==> config.mk <==
export PLATFORM = sky130hd
export DESIGN_NAME = sd_field_timer
export DESIGN_NICKNAME = d
export VERILOG_FILES = /design/src/rtl/sd_ft_pkg.sv /design/src/rtl/sd_ft_pixel_div.sv /design/src/rtl/sd_ft_vsync_track.sv /design/src/rtl/sd_ft_line_field.sv /design/src/rtl/sd_field_timer.sv
export SDC_FILE = /design/constraint.sdc
export NUM_CORES = 1
export LEC_CHECK = 0
export BUFFER_PORTS_ARGS = -buffer_cell sky130_fd_sc_hd__buf_2
export CORE_AREA = 2 2 77 65
export DETAILED_ROUTE_END_ITERATION = 10
export DIE_AREA = 0 0 79 67
export GPL_TIMING_DRIVEN = 0
export SKIP_LAST_GASP = 1
export SLEW_MARGIN = 5
export SYNTH_ARGS = -nofsm -noshare
export SYNTH_HDL_FRONTEND = slang
export SYNTH_SLANG_ARGS = --single-unit
==> constraint.sdc <==
create_clock -name clk -period 7.5 [get_ports clk]
set_input_delay 2.25 -clock clk [delete_from_list [all_inputs] [get_ports clk]]
set_output_delay 2.25 -clock clk [all_outputs]
set_load 0.05 [all_outputs]
==> src/rtl/sd_ft_pkg.sv <==
package sd_ft_pkg;

  // Timing mode encoding; bit 1 set means a slave mode that may resync
  typedef enum logic [1:0] {
    TM_MASTER = 2'b00,
    TM_SLAVE0 = 2'b01,
    TM_SLAVE1 = 2'b10,
    TM_SLAVE2 = 2'b11
  } tmode_e;

endpackage

==> src/rtl/sd_ft_pixel_div.sv <==
// Counts qualified pixel enables and flags the edge that closes a line.
module sd_ft_pixel_div #(
  parameter int LINE_CLKS = 858
) (
  input  logic clk,
  input  logic rst,
  input  logic pix_en,
  output logic line_end
);
  localparam int PW = (LINE_CLKS > 2) ? $clog2(LINE_CLKS) : 1;
  localparam logic [PW-1:0] LAST = PW'(LINE_CLKS - 1);

  logic [PW-1:0] cnt_q;

  always_ff @(posedge clk) begin
    if (rst) begin
      cnt_q <= '0;
    end else if (pix_en) begin
      cnt_q <= (cnt_q == LAST) ? '0 : cnt_q + 1'b1;
    end
  end

  assign line_end = pix_en && (cnt_q == LAST);

endmodule

==> src/rtl/sd_ft_vsync_track.sv <==
// Detects incoming VSYNC rising edges and keeps one pending until the
// next line end consumes it (only while resync is active).
module sd_ft_vsync_track (
  input  logic clk,
  input  logic rst,
  input  logic vsync_in,
  input  logic track_en,
  input  logic line_end,
  output logic vs_edge,
  output logic pend_hit
);
  logic vs_d;
  logic pend_q;

  assign vs_edge  = vsync_in & ~vs_d;
  assign pend_hit = pend_q | vs_edge;

  always_ff @(posedge clk) begin
    if (rst) begin
      vs_d   <= 1'b0;
      pend_q <= 1'b0;
    end else begin
      vs_d <= vsync_in;
      if (!track_en || line_end) begin
        pend_q <= 1'b0;
      end else begin
        pend_q <= pend_hit;
      end
    end
  end

endmodule

==> src/rtl/sd_ft_line_field.sv <==
// Line and field counters with free-run and resync policies.
module sd_ft_line_field #(
  parameter int NTSC_LINES = 525,
  parameter int PAL_LINES  = 625,
  parameter int LW         = 10
) (
  input  logic          clk,
  input  logic          rst,
  input  logic          line_end,
  input  logic          std_pal,
  input  logic          track_en,
  input  logic          pend_hit,
  input  logic          marker,
  output logic [LW-1:0] line_no,
  output logic          field_o,
  output logic          sof_o
);
  localparam logic [LW-1:0] NT_TOT = LW'(NTSC_LINES);
  localparam logic [LW-1:0] NT_F0  = LW'((NTSC_LINES + 1) / 2);
  localparam logic [LW-1:0] PA_TOT = LW'(PAL_LINES);
  localparam logic [LW-1:0] PA_F0  = LW'((PAL_LINES + 1) / 2);
  localparam logic [LW-1:0] ONE    = LW'(1);

  logic [LW-1:0] line_q, line_n;
  logic          field_q, field_n;
  logic          sof_q, sof_n;
  logic [LW-1:0] tot, f0_end, next_first;
  logic          at_last;

  always_comb begin
    tot        = std_pal ? PA_TOT : NT_TOT;
    f0_end     = std_pal ? PA_F0 : NT_F0;
    at_last    = field_q ? (line_q >= tot) : (line_q >= f0_end);
    next_first = field_q ? ONE : f0_end + ONE;
  end

  always_comb begin
    line_n  = line_q;
    field_n = field_q;
    sof_n   = marker;
    if (line_end) begin
      if (track_en) begin
        if (pend_hit) begin
          line_n  = next_first;
          field_n = ~field_q;
          sof_n   = 1'b1;
        end else if (!at_last) begin
          line_n = line_q + ONE;
        end
      end else if (at_last) begin
        line_n  = next_first;
        field_n = ~field_q;
        sof_n   = 1'b1;
      end else begin
        line_n = line_q + ONE;
      end
    end
  end

  always_ff @(posedge clk) begin
    if (rst) begin
      line_q  <= ONE;
      field_q <= 1'b0;
      sof_q   <= 1'b0;
    end else begin
      line_q  <= line_n;
      field_q <= field_n;
      sof_q   <= sof_n;
    end
  end

  assign line_no = line_q;
  assign field_o = field_q;
  assign sof_o   = sof_q;

endmodule

==> src/rtl/sd_field_timer.sv <==
module sd_field_timer
  import sd_ft_pkg::*;
#(
  parameter int LINE_CLKS  = 858,
  parameter int NTSC_LINES = 525,
  parameter int PAL_LINES  = 625,
  localparam int MAXL      = (PAL_LINES > NTSC_LINES) ? PAL_LINES : NTSC_LINES,
  localparam int LW        = $clog2(MAXL + 1)
) (
  input  logic          clk,
  input  logic          rst,
  input  logic          pix_en,
  input  logic          vsync_in,
  input  logic          resync_en,
  input  logic [1:0]    timing_mode,
  input  logic          std_pal,
  output logic [LW-1:0] line_no,
  output logic          field_o,
  output logic          sof_o
);
  tmode_e mode;
  logic   is_slave;
  logic   resync_act;
  logic   line_end;
  logic   vs_edge;
  logic   pend_hit;
  logic   marker;

  always_comb begin
    mode       = tmode_e'(timing_mode);
    is_slave   = (mode != TM_MASTER);
    resync_act = resync_en && ((mode == TM_SLAVE1) || (mode == TM_SLAVE2));
    marker     = vs_edge && is_slave && !resync_act;
  end

  sd_ft_pixel_div #(.LINE_CLKS(LINE_CLKS)) u_pix (
    .clk      (clk),
    .rst      (rst),
    .pix_en   (pix_en),
    .line_end (line_end)
  );

  sd_ft_vsync_track u_vs (
    .clk      (clk),
    .rst      (rst),
    .vsync_in (vsync_in),
    .track_en (resync_act),
    .line_end (line_end),
    .vs_edge  (vs_edge),
    .pend_hit (pend_hit)
  );

  sd_ft_line_field #(
    .NTSC_LINES (NTSC_LINES),
    .PAL_LINES  (PAL_LINES),
    .LW         (LW)
  ) u_lf (
    .clk      (clk),
    .rst      (rst),
    .line_end (line_end),
    .std_pal  (std_pal),
    .track_en (resync_act),
    .pend_hit (pend_hit),
    .marker   (marker),
    .line_no  (line_no),
    .field_o  (field_o),
    .sof_o    (sof_o)
  );

endmodule

Yosys cells after proc, flatten, opt, wreduce, memory -nomap -nowiden
Index checks and enable logic that the tools add are counted.

Register bits: 24. Bits in latches: 0. Memory bits (writable): 0. Bits in read-only memories: 0. Input port bits: 8. Output and inout bits: 12. Word-level logic and storage cells: 48. Memories kept: 0.

Add/sub/neg operators: 3. $mul: 0. Div/mod/pow operators: 0. Order comparisons: 2. Equal/unequal tests: 5. Shift operators: 0. Muxes and demuxes: 16. Bitwise gates (word level): 4. Reduce and logical (&&, ||, !) cells: 12.

Operators by type and width (count): $mux W10 (6); $add A10 B1 Y10 const B (3); $ge A10 B10 Y1 (2); $eq A10 B10 Y1 const B (1); $mux W1 (8); $mux W7 (1); $mux W6 (1); $eq A2 B2 Y1 const B (2); $logic_and A1 B1 Y1 (4); $reduce_bool A2 Y1 (2); $ne A3 B3 Y1 const B (1); $reduce_and A3 Y1 (1); $logic_or A1 B1 Y1 (2); $ne A2 B2 Y1 const B (1); $not A1 Y1 (2); $reduce_and A2 Y1 (1); $reduce_or A2 Y1 (1); $and A1 B1 Y1 (1); $logic_not A1 Y1 (1); $or A1 B1 Y1 (1).

Logic depth before layout (Yosys ltp)
Word-level depth: 8. Gate-level depth with buffers: 9. Depth with buffers taken out: 8.

Cells and area by module
Synthesis repeated with hierarchy kept, for this count alone.

Cell total of the unflattened synthesis: 183. Area, all modules: 1575.3 um^2.

Modules (own cells, without submodules): sd_ft_line_field (times used 1, cells an instance 122, area an instance 991.0 um^2, sequential area each 240.2 um^2); sd_ft_pixel_div (times used 1, cells an instance 51, area an instance 486.7 um^2, sequential area each 200.2 um^2); sd_ft_vsync_track (times used 1, cells an instance 7, area an instance 80.1 um^2, sequential area each 40.0 um^2); sd_field_timer (times used 1, cells an instance 3, area an instance 17.5 um^2, sequential area each 0.0 um^2).

Worst setup path before layout
OpenSTA, ideal clock, no wires.

Path kind: input-to-reg. From: input std_pal. To: register u_lf.line_q[9] (netlist: u_lf.line_no[9]). Library setup time: 70 ps. Data arrival time: 3938 ps. Data required time: 7430 ps. Setup slack: 3492 ps. Cell stages on the path: 8. Path buffers: 0. Path through: inv_1 ha_1 a21oi_1 o311ai_1 o211ai_1 o211ai_4 or4_1 a21oi_1.

Cells in the longest elaborated chain, start to end: 5. Elaborated cells between the ends (all ways): 12. Classes of those cells: add/sub (1); order compare (2); eq/ne (1); mux (7); reduce/logical (1).

RTL lines: from (decl) (RTL line sd_field_timer.sv:16) `input logic std_pal,`; $mux W6 or $mux W7 (tied branches) (RTL line sd_ft_line_field.sv:32, sd_ft_line_field.sv:31); $ge A10 B10 Y1 or $add A10 B1 Y10 (tied branches) (RTL line sd_ft_line_field.sv:33, sd_ft_line_field.sv:34); $mux W1 or $mux W10 (tied branches) (RTL line sd_ft_line_field.sv:33, sd_ft_line_field.sv:34); $ne A3 B3 Y1 (no line) (tied with other cells); $reduce_and A2 Y1 (no line) or $mux W10 (tied branches); to (signal assigned) (RTL line sd_ft_line_field.sv:66) `line_q <= line_n;`; to (decl) (RTL line sd_ft_line_field.sv:24) `logic [LW-1:0] line_q, line_n;`.

Several ways; a longest one is shown, not always the timed one. A chain may end at the register's enable or synchronous reset.

Final worst setup path
From: input std_pal. To: register u_lf.line_q[3] (netlist: u_lf.line_no[3]).

The elaborated chain is that of the path after synthesis.

==> summary.md <==
| Metric | Value |
|---|---|
| DIE AREA | 5290 sq um |
| DRC viols | 0 |
| Post-synth EDFFs | 0 |
| Maximum vdd drop | 0.000130 V |
| Tot GR Track Use | 14.2% |
| Leakage | 0.000669 uW |
| Worst hold slack | 0.525 ns |
| Placeable Area | 4460 sq um |
| Seq/Total Area, Yosys | 31.4% |
| Period utilization | 56.0% |
| Setup TNS | 0 ns |
| Synthesized area | 1530 sq um |
| Post-synth top cells | 24 x dfxtp_1, 20 x nor2_1, 17 x nand2_1 |
| Post-CTS setup buffer count | 0 |
| Final hold violations | 0 |
| Clk slew on worst S/H paths | 0.08 ns |
| Pwr/cell area | 137 nW/um^2 |
| R2R cell count | 7 |
| Final Slew Violations | 0 |
| Vias | 1357 |
| Diodes inserted | 0 |
| Register area | 480 sq um |
| Gp weighted congestion | 0.790 |
| Clk Latency, worst-skew pair | 0.26 ns |
| DRT Wirelength | 3.52 mm |
| Worst-margin pin slew | 0.584 ns |
| Initial antenna violation count | 0 |
| Synth top area share | 31.4% |
| H-tree depth | 1 |
| Slew Limit Headroom | 60.8% |
| Worst r2r src | u_lf.line_no[5] |
| Worst reg2reg endpoint | u_lf.line_no[3] |
| CTS tree | done |
| Final Skew | 0.00178 ns |
| Row count | 22 |
| # port buffers | 18 |
| RSZ-0062 raised after global routing | false |
| Hold WC Path Type | reg -> reg |
| Met1 GRT Util | 21.0% |
| Root buf cell | clkbuf_8 |
| Critical path launch point type | input pin |
| Detailed placement HPWL | 2.67 mm |
| Worst Setup End Kind | flop |
| Crit Path Category | in -> reg |
| Setup violators final | 0 |
| Worst endpoint data arrival time | 4.34 ns |
| Nets | 224 |
| Worst path required time | 7.64 ns |
| GR peak layer | met1 |
| Most numerous cell in the Yosys netlist | dfxtp_1 |
| Synthesized area per cell | 8.46 sq um |
| Netlist cell types | 44 |
| Wire length per cell | 13.4 um |
| Synthesized Nets | 201 |
| Synth async-reset ratio | 0% |
| I/O Pins | 20 |
| Layout cells sized above 1 | 15.8% |
| Max-cap viol count | 0 |
| Area leader, netlist | dfxtp_1 |
| Initial Util | 34.3% |
| Top cells by area, synth | dfxtp_1 31%, ha_1 9.8%, nor2_1 4.9% |
| Clock Sinks | 24 |
| Area of the multi-input gates | 1000 sq um |
| Flops & latches, synth | 24 |
| Run status | complete, no violations |
| First-pass GRT wire length | 5.84 mm |
| Total CTS buffers | 3 |
| Post-Synthesis Cells | 181 |
| Clk buf depth | 2 |
| Total global routing overflow | 0 |
| Max Clk Rate | 238 MHz |
| Drt first pass iters | 4 |
| GRT met2 Usage | 21.0% |
| Grt met3 use | 3.39% |
| YS warnings | 0 |
| Fill cell count | 484 |
| Largest net degree at the start of global routing | 14 |
| Final ANT Viol Nets | 0 |
| Minimum clock period after layout | 4.20 ns |
| Die width | 79 um |
| Post-CTS sizing | 0 |
| CTS Hold Buffers Added | 0 |
| Reg2Reg Setup Slack | 5.10 ns |
| Primary FF master, synth | dfxtp_1 |
| CP Capture Point | u_lf.line_no[3] |
| Post-DR vias/cell | 5.16 |
| Vias in the first global route | 1217 |
| CP startpoint | std_pal |
| Layout area overhead | 14.4% |
| Crit path max fanout | 6 |
| DR iter-0 viols | 64 |
| Die H | 67 um |
-- logic make-up after synthesis --
logic type | count (synthesis) | share of synthesized area, %
fa+ha+maj | 12 | 9.80
mux | 1 | 0.654
buf+inv | 13 | 3.35
flops | 24 | 31.4
compound gates | 43 | 21.7
simple gates | 76 | 26.2
xor+xnor | 12 | 6.86
-- how the worst min path moves through the flow --
stage	from	slack [ns]	end	cells after the start
2_1_floorplan	u_pix.cnt_q[9]	0.48	u_pix.cnt_q[9]	2
5_1_grt	u_pix.cnt_q[9]	0.57	u_pix.cnt_q[9]	2
4_1_cts	u_pix.cnt_q[9]	0.53	u_pix.cnt_q[9]	2
3_5_place_dp	u_pix.cnt_q[9]	0.51	u_pix.cnt_q[9]	2
3_3_place_gp	u_pix.cnt_q[9]	0.50	u_pix.cnt_q[9]	2
6_report	u_pix.cnt_q[9]	0.52	u_pix.cnt_q[9]	2
-- layout make-up --
class                           instances  share of cell area, %
Buffer                                  4                   1.00
Clock buffer                            4                   3.14
Inverter                                9                   1.93
Multi-Input combinational cell        144                   57.1
Sequential cell                        24                   27.4
Tap cell                               60                   4.29
Timing Repair Buffer                   18                   5.14
-- sequential cells by signal (all words and copies together), names as in the netlist --
name / count
u_lf.line_no: 10
u_pix.cnt_q: 10
u_lf.field_o: 1
u_lf.sof_o: 1
u_vs.pend_q: 1
u_vs.vs_d: 1
-- through the flow --
| stage | total power [uW] | setup slack, ns | util [%] | cells | area [sq um] |
|---|---|---|---|---|---|
| final | 241 | 3.30 | 39.3 | 263 | 1750 |
| after global routing | 253 | 3.05 | 39.3 | 263 | 1750 |
| after CTS | 245 | 3.35 | 39.3 | 263 | 1750 |
| after detailed placement | 156 | 3.06 | 38.0 | 259 | 1700 |
| after global placement | 156 | 3.05 | 38.0 | 259 | 1700 |
| after floorplan | 149 | 3.49 | - | 181 | 1530 |
-- routing by layer --
| layer | wire, um | part of all wire [%] | up-vias |
|---|---|---|---|
| li1 | - | - | 708 |
| met1 | 1900 | 54 | 603 |
| met2 | 1430 | 41 | 42 |
| met3 | 164 | 4.7 | 4 |
| met4 | 27 | 0.77 | 0 |
| met5 | 0 | 0 | - |
-- where the power goes --
group          internal (uW)  total, uW  leakage [uW]  switching [uW]
logic                   7.90       21.5      0.000446            13.6
clock network           46.8       87.5     0.0000288            40.7
registers                129        132      0.000194            2.37
total                    184        241      0.000669            56.6
-- critical path, cell delays in order --
cell	delay (ns)
buf_2	0.13
inv_1	0.21
ha_1	0.30
a21oi_1	0.20
o311ai_1	0.18
o21ai_0	0.47
o2111ai_1	0.28
a31oi_1	0.23
nor3_1	0.07
-- layout by cell type (no fill, tap or decap), types with 2 or more instances in the layout --
| cell type | n |
|---|---|
| or4_1 | 3 |
| o311ai_1 | 2 |
| a21oi_1 | 11 |
| inv_1 | 9 |
| xor2_1 | 7 |
| nor2b_1 | 4 |
| nand2_1 | 17 |
| or3_1 | 3 |
| o21ai_1 | 2 |
| clkbuf_8 | 4 |
| clkbuf_1 | 2 |
| xnor2_1 | 5 |
| buf_2 | 20 |
| o21a_1 | 2 |
| o21ai_0 | 4 |
| o211ai_1 | 4 |
| nor3_1 | 3 |
| and2_1 | 2 |
| nor2_1 | 20 |
| nand3_1 | 6 |
| dfxtp_1 | 24 |
| nand2b_1 | 3 |
| a31oi_1 | 3 |
| and3_1 | 3 |
| a211oi_1 | 3 |
| nand4b_1 | 2 |
| nand4_1 | 5 |
| ha_1 | 12 |
| nand3b_1 | 2 |
No activity file was read; power rests on OpenSTA's default activity.
